<file path="config.mk">
export PLATFORM = sky130hd
export DESIGN_NAME = automask_intc
export DESIGN_NICKNAME = d
export VERILOG_FILES = /design/src/rtl/amic_pkg.sv /design/src/rtl/amic_lsb_pick.sv /design/src/rtl/amic_src_bank.sv /design/src/rtl/amic_bus_dec.sv /design/src/rtl/automask_intc.sv
export SDC_FILE = /design/constraint.sdc
export NUM_CORES = 1
export LEC_CHECK = 0
export BUFFER_PORTS_ARGS = -buffer_cell sky130_fd_sc_hd__buf_2
export CAP_MARGIN = 20
export CORE_AREA = 5 5 123 125
export DETAILED_ROUTE_END_ITERATION = 12
export DIE_AREA = 0 0 128 130
export GPL_TIMING_DRIVEN = 0
export PLACE_DENSITY = 0.64
export SYNTH_ARGS = -nofsm -noshare
export SYNTH_HDL_FRONTEND = slang
export SYNTH_SLANG_ARGS = --single-unit
export TNS_END_PERCENT = 10
</file>
<file path="constraint.sdc">
create_clock -name clk -period 2.2 [get_ports clk]
set_input_delay 0.44 -clock clk [delete_from_list [all_inputs] [get_ports clk]]
set_output_delay 0.44 -clock clk [all_outputs]
set_load 0.02 [all_outputs]
</file>
<file path="src/rtl/amic_pkg.sv">
package amic_pkg;

   localparam int EV_W     = 32;
   localparam int OFS_HMSET = 'h00;
   localparam int OFS_HMCLR = 'h04;
   localparam int OFS_SWSET = 'h08;
   localparam int OFS_SWCLR = 'h0C;
   localparam int OFS_FMSET = 'h10;
   localparam int OFS_FMCLR = 'h14;
   localparam int OFS_EVENT = 'h20;

   typedef enum logic [1:0] {
      EV_HW   = 2'd0,
      EV_FAST = 2'd1
   } ev_type_e;

   typedef struct packed {
      logic hm_set;
      logic hm_clr;
      logic sw_set;
      logic sw_clr;
      logic fm_set;
      logic fm_clr;
      logic ev_rd;
      logic rd;
   } strobe_t;

   function automatic logic [EV_W-1:0] pack_event(input logic vld,
                                                  input ev_type_e kind,
                                                  input logic [15:0] num);
      logic [EV_W-1:0] w;
      w        = '0;
      w[31]    = vld;
      w[17:16] = kind;
      w[15:0]  = num;
      return vld ? w : '0;
   endfunction

endpackage

</file>
<file path="src/rtl/amic_lsb_pick.sv">
module amic_lsb_pick #(
   parameter int N    = 32,
   parameter bit TREE = 1'b1,
   localparam int IW  = (N > 1) ? $clog2(N) : 1
) (
   input  logic [N-1:0]  req,
   output logic          any,
   output logic [IW-1:0] idx
);

   if (N < 1) begin : g_bad_n
      $error("amic_lsb_pick: N must be at least 1");
   end

   if (TREE && N > 1) begin : g_tree
      localparam int LV = $clog2(N);
      localparam int P  = 1 << LV;
      logic          node_v [2*P-1];
      logic [LV-1:0] node_i [2*P-1];

      for (genvar k = 0; k < P; k++) begin : g_leaf
         if (k < N) begin : g_real
            assign node_v[P-1+k] = req[k];
         end else begin : g_pad
            assign node_v[P-1+k] = 1'b0;
         end
         assign node_i[P-1+k] = LV'(k);
      end

      for (genvar n = 0; n < P-1; n++) begin : g_node
         assign node_v[n] = node_v[2*n+1] | node_v[2*n+2];
         assign node_i[n] = node_v[2*n+1] ? node_i[2*n+1] : node_i[2*n+2];
      end

      assign any = node_v[0];
      assign idx = node_i[0];
   end else begin : g_linear
      always_comb begin
         idx = '0;
         for (int i = N-1; i >= 0; i--) begin
            if (req[i]) idx = IW'(i);
         end
      end
      assign any = |req;
   end

endmodule

</file>
<file path="src/rtl/amic_src_bank.sv">
module amic_src_bank #(
   parameter int N       = 32,
   parameter bit HAS_SWT = 1'b1,
   localparam int IW     = (N > 1) ? $clog2(N) : 1
) (
   input  logic          clk,
   input  logic          rst_n,
   input  logic [N-1:0]  lvl_in,
   input  logic          mset_we,
   input  logic          mclr_we,
   input  logic          sset_we,
   input  logic          sclr_we,
   input  logic [N-1:0]  wbits,
   input  logic          claim_we,
   input  logic [IW-1:0] claim_idx,
   output logic [N-1:0]  mask_o,
   output logic [N-1:0]  swt_o,
   output logic [N-1:0]  pend_o
);

   logic [N-1:0] mask_q, mask_d;
   logic [N-1:0] swt_q;
   logic [N-1:0] claim_vec;

   always_comb begin
      for (int i = 0; i < N; i++) begin
         claim_vec[i] = claim_we && (claim_idx == IW'(i));
      end
   end

   always_comb begin
      mask_d = mask_q;
      if (mset_we) mask_d = mask_d | wbits;
      if (mclr_we) mask_d = mask_d & ~wbits;
      mask_d = mask_d | claim_vec;
   end

   always_ff @(posedge clk or negedge rst_n) begin
      if (!rst_n) mask_q <= '1;
      else        mask_q <= mask_d;
   end

   if (HAS_SWT) begin : g_swt
      logic [N-1:0] swt_d;
      always_comb begin
         swt_d = swt_q;
         if (sset_we) swt_d = swt_d | wbits;
         if (sclr_we) swt_d = swt_d & ~wbits;
      end
      always_ff @(posedge clk or negedge rst_n) begin
         if (!rst_n) swt_q <= '0;
         else        swt_q <= swt_d;
      end

      a_r4_swt_set : assert property (@(posedge clk) disable iff (!rst_n)
         sset_we |=> ((swt_q & $past(wbits)) == $past(wbits)));
      a_r4_claim_keeps_swt : assert property (@(posedge clk) disable iff (!rst_n)
         (claim_we && !sset_we && !sclr_we) |=> (swt_q == $past(swt_q)));
   end else begin : g_noswt
      logic unused_swt;
      assign unused_swt = sset_we ^ sclr_we;
      assign swt_q = '0;
   end

   assign mask_o = mask_q;
   assign swt_o  = swt_q;
   assign pend_o = (lvl_in | swt_q) & ~mask_q;

   a_r7_claim_masks : assert property (@(posedge clk) disable iff (!rst_n)
      claim_we |=> mask_q[$past(claim_idx)]);
   a_r3_set_masks : assert property (@(posedge clk) disable iff (!rst_n)
      mset_we |=> ((mask_q & $past(wbits)) == $past(wbits)));
   a_r3_clr_unmasks : assert property (@(posedge clk) disable iff (!rst_n)
      (mclr_we && !claim_we) |=> ((mask_q & $past(wbits)) == '0));
   a_r3_quiet_holds : assert property (@(posedge clk) disable iff (!rst_n)
      (!mset_we && !mclr_we && !claim_we) |=> $stable(mask_q));

endmodule

</file>
<file path="src/rtl/amic_bus_dec.sv">
module amic_bus_dec
   import amic_pkg::*;
#(
   parameter int ADDR_W = 8
) (
   input  logic              bus_sel,
   input  logic              bus_wr,
   input  logic [ADDR_W-1:0] bus_addr,
   output strobe_t           stb
);

   if (ADDR_W < 6) begin : g_bad_aw
      $error("amic_bus_dec: ADDR_W too small for the register map");
   end

   logic wr, rd;
   assign wr = bus_sel && bus_wr;
   assign rd = bus_sel && !bus_wr;

   always_comb begin
      stb        = '0;
      stb.rd     = rd;
      stb.hm_set = wr && (bus_addr == ADDR_W'(OFS_HMSET));
      stb.hm_clr = wr && (bus_addr == ADDR_W'(OFS_HMCLR));
      stb.sw_set = wr && (bus_addr == ADDR_W'(OFS_SWSET));
      stb.sw_clr = wr && (bus_addr == ADDR_W'(OFS_SWCLR));
      stb.fm_set = wr && (bus_addr == ADDR_W'(OFS_FMSET));
      stb.fm_clr = wr && (bus_addr == ADDR_W'(OFS_FMCLR));
      stb.ev_rd  = rd && (bus_addr == ADDR_W'(OFS_EVENT));
   end

endmodule

</file>
<file path="src/rtl/automask_intc.sv">
module automask_intc
   import amic_pkg::*;
#(
   parameter int NUM_HW   = 32,
   parameter int NUM_FAST = 4,
   parameter int ADDR_W   = 8,
   parameter bit TREE_ENC = 1'b1,
   localparam int DW      = 32,
   localparam int HIW     = (NUM_HW > 1) ? $clog2(NUM_HW) : 1,
   localparam int FIW     = (NUM_FAST > 1) ? $clog2(NUM_FAST) : 1
) (
   input  logic                clk,
   input  logic                rst_n,
   input  logic [NUM_HW-1:0]   hw_irq_in,
   input  logic [NUM_FAST-1:0] fast_irq_in,
   input  logic                bus_sel,
   input  logic                bus_wr,
   input  logic [ADDR_W-1:0]   bus_addr,
   input  logic [DW-1:0]       bus_wdata,
   output logic [DW-1:0]       bus_rdata,
   output logic                cpu_irq,
   output logic                cpu_fiq
);

   if (NUM_HW < 1 || NUM_HW > DW) begin : g_bad_hw
      $error("automask_intc: NUM_HW must be 1..32");
   end
   if (NUM_FAST < 1 || NUM_FAST > DW) begin : g_bad_fast
      $error("automask_intc: NUM_FAST must be 1..32");
   end

   strobe_t stb;

   amic_bus_dec #(.ADDR_W(ADDR_W)) u_dec (
      .bus_sel (bus_sel),
      .bus_wr  (bus_wr),
      .bus_addr(bus_addr),
      .stb     (stb)
   );

   logic [NUM_HW-1:0]   hw_mask, hw_swt, hw_pend;
   logic [NUM_FAST-1:0] f_mask, f_swt, f_pend;
   logic                hw_any, f_any;
   logic [HIW-1:0]      hw_idx;
   logic [FIW-1:0]      f_idx;
   logic                hw_claim, f_claim;

   assign f_claim  = stb.ev_rd && f_any;
   assign hw_claim = stb.ev_rd && !f_any && hw_any;

   amic_src_bank #(.N(NUM_HW), .HAS_SWT(1'b1)) u_hw (
      .clk      (clk),
      .rst_n    (rst_n),
      .lvl_in   (hw_irq_in),
      .mset_we  (stb.hm_set),
      .mclr_we  (stb.hm_clr),
      .sset_we  (stb.sw_set),
      .sclr_we  (stb.sw_clr),
      .wbits    (bus_wdata[NUM_HW-1:0]),
      .claim_we (hw_claim),
      .claim_idx(hw_idx),
      .mask_o   (hw_mask),
      .swt_o    (hw_swt),
      .pend_o   (hw_pend)
   );

   amic_src_bank #(.N(NUM_FAST), .HAS_SWT(1'b0)) u_fast (
      .clk      (clk),
      .rst_n    (rst_n),
      .lvl_in   (fast_irq_in),
      .mset_we  (stb.fm_set),
      .mclr_we  (stb.fm_clr),
      .sset_we  (1'b0),
      .sclr_we  (1'b0),
      .wbits    (bus_wdata[NUM_FAST-1:0]),
      .claim_we (f_claim),
      .claim_idx(f_idx),
      .mask_o   (f_mask),
      .swt_o    (f_swt),
      .pend_o   (f_pend)
   );

   amic_lsb_pick #(.N(NUM_HW), .TREE(TREE_ENC)) u_hw_pick (
      .req(hw_pend),
      .any(hw_any),
      .idx(hw_idx)
   );

   amic_lsb_pick #(.N(NUM_FAST), .TREE(TREE_ENC)) u_f_pick (
      .req(f_pend),
      .any(f_any),
      .idx(f_idx)
   );

   logic [DW-1:0] ev_word;
   always_comb begin
      if (f_any)       ev_word = pack_event(1'b1, EV_FAST, 16'(f_idx));
      else if (hw_any) ev_word = pack_event(1'b1, EV_HW, 16'(hw_idx));
      else             ev_word = '0;
   end

   logic [DW-1:0] rd_mux;
   always_comb begin
      rd_mux = '0;
      if (bus_addr == ADDR_W'(OFS_HMSET))      rd_mux = DW'(hw_mask);
      else if (bus_addr == ADDR_W'(OFS_SWSET)) rd_mux = DW'(hw_swt);
      else if (bus_addr == ADDR_W'(OFS_FMSET)) rd_mux = DW'(f_mask);
      else if (bus_addr == ADDR_W'(OFS_EVENT)) rd_mux = ev_word;
   end

   always_ff @(posedge clk or negedge rst_n) begin
      if (!rst_n)      bus_rdata <= '0;
      else if (stb.rd) bus_rdata <= rd_mux;
   end

   assign cpu_irq = hw_any;
   assign cpu_fiq = f_any;

   logic unused_ok;
   assign unused_ok = ^{bus_wdata, f_swt};

   a_r5_lowest_wins : assert property (@(posedge clk) disable iff (!rst_n)
      hw_any |-> (hw_pend[hw_idx] &&
                  ((hw_pend & ((NUM_HW'(1) << hw_idx) - NUM_HW'(1))) == '0)));
   a_r8_fast_first : assert property (@(posedge clk) disable iff (!rst_n)
      (stb.ev_rd && f_any) |=> (bus_rdata[31] && bus_rdata[17:16] == EV_FAST));
   a_r6_idle_zero : assert property (@(posedge clk) disable iff (!rst_n)
      (stb.ev_rd && !f_any && !hw_any) |=> (bus_rdata == '0));
   a_r10_idle_read_no_mask : assert property (@(posedge clk) disable iff (!rst_n)
      (stb.ev_rd && !f_any && !hw_any) |=> ($stable(hw_mask) && $stable(f_mask)));
   a_r9_irq_drops : assert property (@(posedge clk) disable iff (!rst_n)
      (hw_claim && $countones(hw_pend) == 1 && !stb.sw_set) |=> !cpu_irq);
   a_r1_event_masked : assert property (@(posedge clk) disable iff (!rst_n)
      stb.ev_rd |=> (bus_rdata[31] == $past(cpu_irq || cpu_fiq)));

endmodule

</file>
==> reports/summary.log, run 1 <==
[run_status] result of the run finished with violations
[run_status] violations in the final reports setup timing
[route] highest routed layer met4
[floorplan] Chip Width 128 um
[finish] number of non-filler instances in the completed layout 897
[synth] Netlist Area Pre-Place 0.005401 mm2
[floorplan] cell row count 43
[grt] number of antenna violations at the first check in global routing 0
[grt] overall overflow remaining after global route 0
[grt] GRT Resource Usage Total 22.39%
[clock_tree] root buffer cell sky130_fd_sc_hd__clkbuf_16
[floorplan] Core Area 0.01377 mm2
[pwr] final total power 4.511 mW
[synth] dominant synthesized flop cell sky130_fd_sc_hd__dfrtp_1
[route] met1 wire length 7.829 mm
[finish] area of the multi-input gates 0.003115 mm2
[synth] number of instances in the synthesized netlist 552
[timing] slew at the pin closest to its max-slew limit 0.6289 ns
[timing] Rel. slew slack 58.07%
[finish] Net count, final 792
[synth] count of different cell masters after synthesis 59
[synth] Yosys top cell by area sky130_fd_sc_hd__dfrtp_1
[pwr] power density normalized to cell area 613.4 mW/mm2
[grt] number of global-route vias before repair 5523
[critical_path] cell family contributing the most delay on the critical path simple AND/OR/NAND/NOR gates
[timing] post-layout min period 2.468 ns
[critical_path] crit path max fanout 5
[timing] final-layout setup total negative slack -6.907 ns
[finish] diodes inserted 0
[route] number of DRC markers in iteration 0 604
[critical_path] cell with the largest stage delay on the worst path sky130_fd_sc_hd__or4_4
[synth] share of the yosys chip area belonging to registers 47.16%
[timing] final max-slew violation count 0
[synth] top cell type's share of synthesized area 29.65%
[synth] most common cell in the synthesized netlist sky130_fd_sc_hd__a21oi_1
[floorplan] io pins 114
[floorplan] DIE HEIGHT 130 um
[synth] share of synthesized registers carrying an async set or reset 100.0%
[route] average routed wire per standard cell 20.98 um
[critical_path] crit path launch type flop
[clock_tree] worst skew pair latency 0.36 ns
[synth] net count after synthesis 632
[route] antenna viol nets, final 0
[finish] synthesis-to-finish area growth 36.16%
[critical_path] Critical Path Max Stage Delay 0.60 ns
[placement] estimated wirelength of the detail-placed design 12.92 mm
[critical_path] data arrival time at the worst-slack endpoint 2.76 ns
[finish] share of layout cells above drive strength 1 40.73%
[hold_path] Tightest Hold Check Type input pin to async pin
[finish] Storage cell area 0.002547 mm2
[placement] IO Port Bufs 113
[placement] Area after DPL 0.006241 mm2
[clock_tree] clock tree from TritonCTS built
[timing] maximum operating frequency 0.4053 GHz
[route] met3 routed wirelength 1.307 mm
[pwr] maximum vdd drop 0.4223 mV
[synth] number of flip-flops and latches in the synthesized netlist 100
[timing] unrepaired setup endpoints after global routing true
[pwr] leakage power 3.113 nW
[route] post-detailed-routing wire length 18.82 mm
[synth] total number of yosys warnings 0
[timing] final setup violating endpoints 35
[placement] Final Wtd Congestion 0.9007
[route] via count 5416
[route] met2 wire length 9.123 mm
[critical_path] Critical Path Sink Type flop
[synth] dominant cells by area after synthesis sky130_fd_sc_hd__dfrtp_1 (30%), sky130_fd_sc_hd__dfstp_2 (18%), sky130_fd_sc_hd__a21oi_1 (12%), sky130_fd_sc_hd__a31o_1 (4.7%), sky130_fd_sc_hd__nor2_1 (4.7%)
[clock_tree] clock slew at the register clock pins of the worst setup and hold paths 0.07 ns
[timing] crit path setup slack, layout -0.2676 ns
[clock_tree] Clock Path Buffers 2
[finish] final design instance area without fill 0.007355 mm2
[synth] Mapped Avg Cell Area 9.785 um2
[finish] fill count 1254
[floorplan] starting utilization of the core area 39.22%
[grt] global-route wire length before repair 29.26 mm
[synth] leading post-synthesis cells by instance count sky130_fd_sc_hd__a21oi_1 (132), sky130_fd_sc_hd__nor2_1 (67), sky130_fd_sc_hd__dfrtp_1 (64), sky130_fd_sc_hd__dfstp_2 (36), sky130_fd_sc_hd__a31o_1 (29)
[critical_path] cell-by-cell listing of the critical path o21bai_4 -> o2111ai_4 -> or4_4 -> nor4_4 -> or2_1 -> buf_6 -> buf_12 -> buf_8 -> a31o_1
[route] per-cell via count in the routed design 6.038
[clock_tree] number of clock sinks seen by CTS 100
[run] number of violations of the max-capacitance limit 0
[placement] pre-CTS setup slack -0.6968 ns
[floorplan] full die area 0.01664 mm2
[critical_path] worst path bufs/invs 3
[clock_tree] TritonCTS Buffers 9
[timing] Hold Vio Cnt, Final 0
[timing] Final Skew 0.008559 ns
[grt] largest net degree at the start of global routing 56
[route] DRC violations left 0
[clock_tree] number of levels the H-tree was split into 3
[route] number of iterations in the first detailed-routing pass 8
[timing] Final period util 112.2%
[synth] number of synthesized flops with an enable pin 0
[critical_path] critical path start-end classification flop to flop
[placement] number of cells in the design after placement 846
[critical_path] CP required 2.50 ns
## what timing repair did
item / in CTS / in global routing
gates cloned: 2 / 0
setup endpoints to repair: 92 / 76
pin swaps: 40 / 12
gates resized for setup: 76 / 20
buffers inserted: 29 / 5
hold buffers: 0 / 0
## power breakdown
part | internal, mW | switching (mW) | total (mW)
clock network | 1.03 | 0.698 | 1.73
registers | 1.95 | 0.0677 | 2.02
logic | 0.312 | 0.452 | 0.764
total | 3.29 | 1.22 | 4.51
## cell type report
type / count / area share, %
plain buffers: 33 / 2.722
multi-input cells: 416 / 42.36
flip-flops and latches: 100 / 34.64
clock buffers: 13 / 3.403
clock inverters: 3 / 0.9357
well taps: 180 / 3.062
repair buffers: 150 / 12.78
inverters: 2 / 0.1021
## cell usage in the layout (no fill, tap or decap), drive strengths merged, types with 6 or more instances in the layout
master / instances
buf: 165
a21oi: 132
nor2: 69
dfrtp: 64
dfstp: 36
clkbuf: 31
a31o: 30
a221oi: 28
o21bai: 25
o21ai: 14
nand2: 10
o21ba: 9
nand2b: 8
nor3: 8
o2111ai: 7
a31oi: 7
a21o: 6
## stage by stage
| stage | hold slack (ns) | utilization (%) |
|---|---|---|
| after floorplan | 0.1444 | - |
| after global placement | 0.4756 | 45.09 |
| after detailed placement | 0.4910 | 45.31 |
| after CTS | 0.1116 | 52.43 |
| after global routing | 0.1486 | 53.40 |
| final | 0.09549 | 53.40 |
## path summary, 6_finish.rpt
check,from,to,slack [ns],cells after the start
max reg2reg,u_hw.mask_o[11],u_hw.mask_o[26],-0.27,9
min,rst_n,bus_rdata[30],0.1,1
max in group asynchronous,rst_n,u_hw.mask_o[10],1.35,2
max,u_hw.mask_o[11],u_hw.mask_o[26],-0.27,9
min in group clk,bus_wdata[31],flop,0.29,2
min reg2reg,bus_rdata[4],bus_rdata[4],0.50,2
## logic make-up (layout without fill, tap and decap cells)
family / count (synthesis) / after routing / synth area share (%)
AOI/OAI and AO/OA: 291 / 291 / 37.64
buffers and inverters: 36 / 201 / 3.405
DFF: 100 / 100 / 47.16
and+or+nand+nor: 125 / 125 / 11.79
## worst reg2reg max path: cells and delay by family, from the launching register on
kind	cells	cell delay [ns]
buffers and inverters	3	0.34
and+or+nand+nor	3	1.08
DFF	1	0.55
AOI/OAI and AO/OA	3	0.46
## layer usage
| metal | vias up | track usage (%) |
|---|---|---|
| met4 | 0 | 9.114 |
| met2 | 250 | 37.09 |
| li1 | 2464 | - |
| met1 | 2653 | 28.79 |
| met3 | 49 | 4.544 |
| met5 | - | 0 |
No activity file was read; power rests on OpenSTA's default activity.
==> inputs of run 2 (changes only) <==
==> constraint.sdc (replaced) <==
create_clock -name clk -period 2.2 [get_ports clk]
set_input_delay 0.11 -clock clk [delete_from_list [all_inputs] [get_ports clk]]
set_output_delay 0.11 -clock clk [all_outputs]
set_load 0.02 [all_outputs]
==> reports/summary.log, run 2 (synthesis results as in run 1) <==
[run_status] result of the run finished with violations
[run_status] violations in the final reports setup timing
[floorplan] Chip Width 128 um [unchanged]
[finish] leading cell type in the layout, fill and taps excluded sky130_fd_sc_hd__a21oi_1
[critical_path] RR Startpoint u_hw.mask_o[16]
[route] per-cell via count in the routed design 5.931 [-1.8%]
[finish] highest-count cells in the layout ignoring fill and taps sky130_fd_sc_hd__a21oi_1 (132), sky130_fd_sc_hd__buf_2 (123), sky130_fd_sc_hd__nor2_1 (66), sky130_fd_sc_hd__dfrtp_1 (64), sky130_fd_sc_hd__dfstp_2 (36)
[timing] final setup violating endpoints 35 [unchanged]
[finish] share of layout cells above drive strength 1 38.22% [-2.5 points]
[critical_path] Critical Path Max Stage Delay 0.56 ns [-0.04 ns]
[timing] final worst hold slack 0.01579 ns [-0.07970 ns]
[floorplan] cell row count 43 [unchanged]
[floorplan] io pins 114 [unchanged]
[critical_path] cell with the largest stage delay on the worst path sky130_fd_sc_hd__dfstp_2
[hold_path] HP Start bus_wdata[2]
[run] number of violations of the max-capacitance limit 0 [unchanged]
[clock_tree] clock tree from TritonCTS built
[timing] Hold Vio Cnt, Final 0 [unchanged]
[critical_path] crit path max fanout 5 [unchanged]
[critical_path] critical path start-end classification flop to flop
[timing] crit path setup slack, layout -0.1581 ns [+0.1095 ns]
[grt] GRT Resource Usage Total 22.00% [-0.39 points]
[placement] IO Port Bufs 113 [unchanged]
[clock_tree] root buffer cell sky130_fd_sc_hd__clkbuf_16
[finish] area of the multi-input gates 0.003057 mm2 [-1.9%]
[pwr] internal power 3.328 mW [+1.1%]
[timing] post-layout min period 2.358 ns [-0.1095 ns]
[grt] number of global-route vias before repair 5592 [+1.2%]
[clock_tree] number of clock sinks seen by CTS 100 [unchanged]
[finish] synthesis-to-finish area growth 41.00%
[floorplan] starting utilization of the core area 39.22% [unchanged]
[hold_path] Tightest Hold Check Type input pin to flop
[timing] Rel. slew slack 37.10% [-21 points]
[pwr] leakage power 3.212 nW [+3.2%]
[pwr] sw frac 26.74% [-0.26 points]
[clock_tree] clock slew at the register clock pins of the worst setup and hold paths 0.07 ns [about the same]
[timing] slew at the pin closest to its max-slew limit 0.9363 ns [+0.3074 ns]
[grt] global-route wire length before repair 28.88 mm [-1.3%]
[timing] Final Skew 0.007666 ns [-0.0008934 ns]
[grt] largest net degree at the start of global routing 56 [unchanged]
[route] via count 5522 [+2.0%]
[route] DRC violations left 0 [unchanged]
[floorplan] Core Area 0.01377 mm2 [unchanged]
[pwr] share of total power in sequential cells 44.4% [-0.3 points]
[route] post-detailed-routing wire length 18.99 mm [+0.91%]
[route] number of iterations in the first detailed-routing pass 5 [-3]
[grt] overall overflow remaining after global route 0 [unchanged]
[timing] Final period util 107.2% [-5.0 points]
[timing] unrepaired setup endpoints after global routing true
[floorplan] DIE HEIGHT 130 um [unchanged]
[finish] diodes inserted 0 [unchanged]
[timing] final-layout setup total negative slack -3.322 ns [+3.586 ns]
[clock_tree] Clock Path Buffers 2 [unchanged]
[finish] fill count 1242 [-0.96%]
[placement] Final Wtd Congestion 0.9007 [unchanged]
[critical_path] worst setup path startpoint u_hw.mask_o[16]
[route] average routed wire per standard cell 20.39 um [-2.8%]
[clock_tree] TritonCTS Buffers 9 [unchanged]
[critical_path] CP required 2.48 ns [-0.02 ns]
[clock_tree] number of levels the H-tree was split into 3 [unchanged]
[placement] Area after DPL 0.006241 mm2 [unchanged]
[route] antenna viol nets, final 0 [unchanged]
[pwr] power spent charging and discharging nets 1.215 mW [-0.24%]
[pwr] maximum vdd drop 0.4256 mV [+0.80%]
[critical_path] data arrival time at the worst-slack endpoint 2.64 ns [-0.12 ns]
[critical_path] Critical Path Sink Type flop
[floorplan] full die area 0.01664 mm2 [unchanged]
[pwr] power density normalized to cell area 596.5 mW/mm2 [-2.7%]
[critical_path] crit path launch type flop
[finish] Storage cell area 0.002547 mm2 [unchanged]
[timing] final max-slew violation count 0 [unchanged]
[pwr] combinational power share 17.6% [+0.7 points]
[timing] maximum operating frequency 0.4241 GHz [+4.6%]
[grt] number of antenna violations at the first check in global routing 0 [unchanged]
[critical_path] cell-by-cell listing of the critical path o21bai_4 -> o2111ai_4 -> buf_4 -> a2111oi_4 -> nor4_4 -> or2_1 -> buf_6 -> buf_12 -> buf_8 -> a31o_1
[clock_tree] worst skew pair latency 0.36 ns [about the same]
[route] number of DRC markers in iteration 0 558 [-7.6%]
[pwr] clock share of power 38.0% [-0.4 points]
[finish] Net count, final 826 [+4.3%]
[finish] final design instance area without fill 0.007616 mm2 [+3.6%]
[placement] estimated wirelength of the detail-placed design 12.92 mm [unchanged]
-- run 2: worst max-delay path, delay by kind of cell (launching register included) --
family          cells  cell delay, ns
compound gates      4            0.82
flops               1            0.56
buf+inv             4            0.56
simple gates        2            0.33
-- run 2: worst paths after layout --
kind | endpoint | slack [ns] | cells past startpoint
worst min register to register | bus_rdata[4] | 0.50 | 2
min in group asynchronous | bus_rdata[30] | 0.31 | 2
max in group asynchronous | u_hw.mask_o[10] | 1.14 | 3
worst max-delay path | u_hw.mask_o[26] | -0.16 | 10
worst min-delay path | flop | 0.02 | 2
worst max register to register | u_hw.mask_o[26] | -0.16 | 10
-- run 2: power by group through the flow --
| stage | sequential (mW) | combinational (mW) | clock [mW] |
|---|---|---|---|
| floorplan | 2.10 | 0.266 | 0 |
| global placement | 2.04 | 0.622 | 0 |
| detailed placement | 2.04 | 0.635 | 0 |
| CTS | 2.01 | 0.751 | 1.76 |
| global route | 2.03 | 0.869 | 1.83 |
| finish | 2.02 | 0.802 | 1.73 |
-- run 2: repair_timing --
item,4_1_cts,5_1_grt
cloned,2,0
setup endpoints to repair,40,68
hold endpoints to repair,59,0
gates resized for setup,36,40
setup buffers,23,14
hold buffers,31,0
pin swaps,23,21
-- run 2: metrics by stage --
step	total power [mW]	setup WS, ns	utilization [%]	cells
6_report	4.543	-0.1581	55.30	931
5_1_grt	4.724	-0.2495	55.30	931
4_1_cts	4.522	-0.2578	53.04	918
3_5_place_dp	2.677	-0.6378	45.31	846
3_3_place_gp	2.658	-0.6232	45.09	845
2_1_floorplan	2.369	-0.1033	-	552
-- run 2: per-layer routing --
metal	vias to the layer above	GRT usage, %	part of all wire [%]	wire, um
met5	-	0	0	0
met4	0	9.800	3.2	602
met3	50	4.503	7.8	1473
met2	273	36.17	48	9178
met1	2670	28.16	41	7733
li1	2529	-	-	-
-- run 2: layout make-up --
type	instances	area share, %
multi-input combinational	416	40.13
sequential	100	33.45
timing repair buffer	184	16.71
clock buffer	13	3.286
tap	180	2.957
buffer	33	2.464
clock inverter	3	0.9036
inverter	2	0.09857
==> inputs of run 3 (changes only) <==
--- a/config.mk
+++ b/config.mk
@@ -12,6 +12,7 @@
 export DIE_AREA = 0 0 128 130
 export GPL_TIMING_DRIVEN = 0
 export PLACE_DENSITY = 0.64
+export SETUP_SLACK_MARGIN = 0.02
 export SYNTH_ARGS = -nofsm -noshare
 export SYNTH_HDL_FRONTEND = slang
 export SYNTH_SLANG_ARGS = --single-unit
==> constraint.sdc (replaced) <==
create_clock -name clk -period 1.9 [get_ports clk]
set_input_delay 0.095 -clock clk [delete_from_list [all_inputs] [get_ports clk]]
set_output_delay 0.095 -clock clk [all_outputs]
set_load 0.02 [all_outputs]
==> reports/summary.log, run 3 (synthesis results as in run 1) <==
[finish] synthesis-to-finish area growth 41.49%
[finish] highest-count cells in the layout ignoring fill and taps sky130_fd_sc_hd__a21oi_1 (132), sky130_fd_sc_hd__buf_2 (119), sky130_fd_sc_hd__nor2_1 (66), sky130_fd_sc_hd__dfrtp_1 (64), sky130_fd_sc_hd__dfstp_2 (36)
[run_status] violations in the final reports setup timing
[route] post-detailed-routing wire length 19.03 mm [+0.24%]
[timing] crit path setup slack, layout -0.4541 ns [-0.2960 ns]
[clock_tree] TritonCTS Buffers 9 [unchanged]
[finish] Net count, final 822 [-0.48%]
[pwr] maximum vdd drop 0.4932 mV [+16%]
[route] number of iterations in the first detailed-routing pass 6 [+1]
[pwr] internal power 3.858 mW [+16%]
[route] DRC violations left 0 [unchanged]
[clock_tree] root buffer cell sky130_fd_sc_hd__clkbuf_16
[pwr] sw frac 26.76% [about the same]
[finish] diodes inserted 0 [unchanged]
[clock_tree] clock slew at the register clock pins of the worst setup and hold paths 0.07 ns [about the same]
[route] number of DRC markers in iteration 0 599 [+7.3%]
[critical_path] Critical Path Sink Type flop
[timing] unrepaired setup endpoints after global routing true
[finish] area of the multi-input gates 0.003087 mm2 [+0.98%]
[timing] Final period util 123.9% [+17 points]
[finish] share of layout cells above drive strength 1 38.15% [-0.063 points]
[route] average routed wire per standard cell 20.53 um [+0.67%]
[pwr] share of total power in sequential cells 44.3% [about the same]
[grt] largest net degree at the start of global routing 56 [unchanged]
[grt] overall overflow remaining after global route 0 [unchanged]
[pwr] power spent charging and discharging nets 1.410 mW [+16%]
[pwr] leakage power 3.221 nW [+0.31%]
[clock_tree] number of levels the H-tree was split into 3 [unchanged]
[timing] Final Skew 0.007317 ns [-0.0003489 ns]
[clock_tree] clock tree from TritonCTS built
[hold_path] Tightest Hold Check Type input pin to flop
[floorplan] full die area 0.01664 mm2 [unchanged]
[route] via count 5579 [+1.0%]
[grt] number of global-route vias before repair 5590 [-0.036%]
[finish] Storage cell area 0.002547 mm2 [unchanged]
[floorplan] cell row count 43 [unchanged]
[timing] final setup violating endpoints 39 [+11%]
[floorplan] starting utilization of the core area 39.22% [unchanged]
[floorplan] Chip Width 128 um [unchanged]
[critical_path] data arrival time at the worst-slack endpoint 2.64 ns [about the same]
[finish] leading cell type in the layout, fill and taps excluded sky130_fd_sc_hd__a21oi_1
[timing] Hold Vio Cnt, Final 0 [unchanged]
[route] antenna viol nets, final 0 [unchanged]
[floorplan] DIE HEIGHT 130 um [unchanged]
[floorplan] io pins 114 [unchanged]
[timing] final worst hold slack 0.1103 ns [+0.09446 ns]
[placement] IO Port Bufs 113 [unchanged]
[route] per-cell via count in the routed design 6.018 [+1.5%]
[run] number of violations of the max-capacitance limit 0 [unchanged]
[placement] estimated wirelength of the detail-placed design 12.92 mm [unchanged]
[critical_path] crit path launch type flop
[clock_tree] Clock Path Buffers 2 [unchanged]
[grt] number of antenna violations at the first check in global routing 0 [unchanged]
[critical_path] crit path max fanout 5 [unchanged]
[critical_path] critical path start-end classification flop to flop
[run_status] result of the run finished with violations
[critical_path] CP required 2.18 ns [-0.30 ns]
[timing] final max-slew violation count 0 [unchanged]
[timing] Rel. slew slack 46.63% [+9.5 points]
[pwr] power density normalized to cell area 689.3 mW/mm2 [+16%]
[pwr] clock share of power 37.9% [about the same]
[finish] fill count 1229 [-1.0%]
[placement] Final Wtd Congestion 0.9007 [unchanged]
[timing] slew at the pin closest to its max-slew limit 0.7945 ns [-0.1419 ns]
[grt] global-route wire length before repair 29.22 mm [+1.2%]
[pwr] combinational power share 17.8% [+0.2 points]
[timing] post-layout min period 2.354 ns [-0.003971 ns]
[timing] maximum operating frequency 0.4248 GHz [+0.17%]
[placement] pre-CTS setup slack -0.9378 ns [-0.3000 ns]
[clock_tree] worst skew pair latency 0.35 ns [about the same]
[clock_tree] number of clock sinks seen by CTS 100 [unchanged]
[floorplan] Core Area 0.01377 mm2 [unchanged]
[grt] GRT Resource Usage Total 22.22% [+0.22 points]
[run 3: cell types whose count changed in the layout (fill, tap and decap cells not counted), moves of 2 or more]
cell                            previous run  this run
sky130_fd_sc_hd__buf_4                    33        27
sky130_fd_sc_hd__buf_2                   123       119
sky130_fd_sc_hd__clkbuf_4                  0         3
sky130_fd_sc_hd__dlygate4sd3_1            31        33
sky130_fd_sc_hd__buf_6                     5         7
sky130_fd_sc_hd__o21bai_2                  2         4
[run 3: per-layer routing]
metal,track usage [%],vias to the layer above,wire (um)
met3,4.544,52,1346
met2,36.97,276,9209
met1,28.45,2734,7855
met4,8.989,0,622
li1,-,2517,-
met5,0,-,0
[run 3: cell type report]
class                      instances  area share, %
tap                              180          2.947
timing repair buffer             180          16.42
clock buffer                      13          3.274
buffer                            33          2.636
clock inverter                     3         0.9005
multi-input combinational        416          40.39
inverter                           2        0.09823
sequential                       100          33.33
[run 3: repair_timing]
item                       CTS  global route
setup buffers               21            10
gates resized for setup     59            31
hold buffers                33             0
pin swaps                   35            26
cloned                       2             0
hold endpoints to repair    62             0
setup endpoints to repair   91            80
[run 3: worst paths after layout]
| check | from | to | slack, ns | cells after the start |
|---|---|---|---|---|
| worst max-delay path | u_hw.mask_o[24] | u_hw.mask_o[26] | -0.45 | 9 |
| worst min-delay path | fast_irq_in[0] | u_fast.mask_o[0] | 0.11 | 3 |
| worst min register to register | bus_rdata[4] | bus_rdata[4] | 0.50 | 2 |
| worst max register to register | u_hw.mask_o[24] | u_hw.mask_o[26] | -0.45 | 9 |
| min in group asynchronous | rst_n | bus_rdata[30] | 0.30 | 2 |
| max in group asynchronous | rst_n | u_hw.mask_o[10] | 0.84 | 3 |
[run 3: critical path: stages, from the launching register on]
cell,delay [ns]
sky130_fd_sc_hd__dfstp_2,0.57
sky130_fd_sc_hd__o21ba_4,0.17
sky130_fd_sc_hd__nand4bb_4,0.28
sky130_fd_sc_hd__a2111oi_4,0.36
sky130_fd_sc_hd__nor4_4,0.09
sky130_fd_sc_hd__or2_1,0.24
sky130_fd_sc_hd__buf_6,0.14
sky130_fd_sc_hd__buf_12,0.12
sky130_fd_sc_hd__buf_8,0.12
sky130_fd_sc_hd__a31o_1,0.21
[run 3: metrics by stage]
step           cell area (um2)  setup TNS [ns]  util [%]  cells  total power [mW]
5_1_grt                   7642          -17.55     55.49    927             5.473
3_3_place_gp              6211          -79.20     45.09    845             3.078
3_5_place_dp              6241          -58.85     45.31    846             3.100
2_1_floorplan             5420          -12.38         -    552             2.744
4_1_cts                   7412          -17.34     53.82    918             5.252
6_report                  7642          -14.41     55.49    927             5.268
[run 3: power by group through the flow]
stage               Sequential [mW]  Combinational, mW  Clock [mW]
floorplan                      2.44              0.308           0
global placement               2.36              0.720           0
detailed placement             2.36              0.735           0
CTS                            2.33              0.884        2.04
global route                   2.35               1.01        2.12
finish                         2.33              0.936        2.00
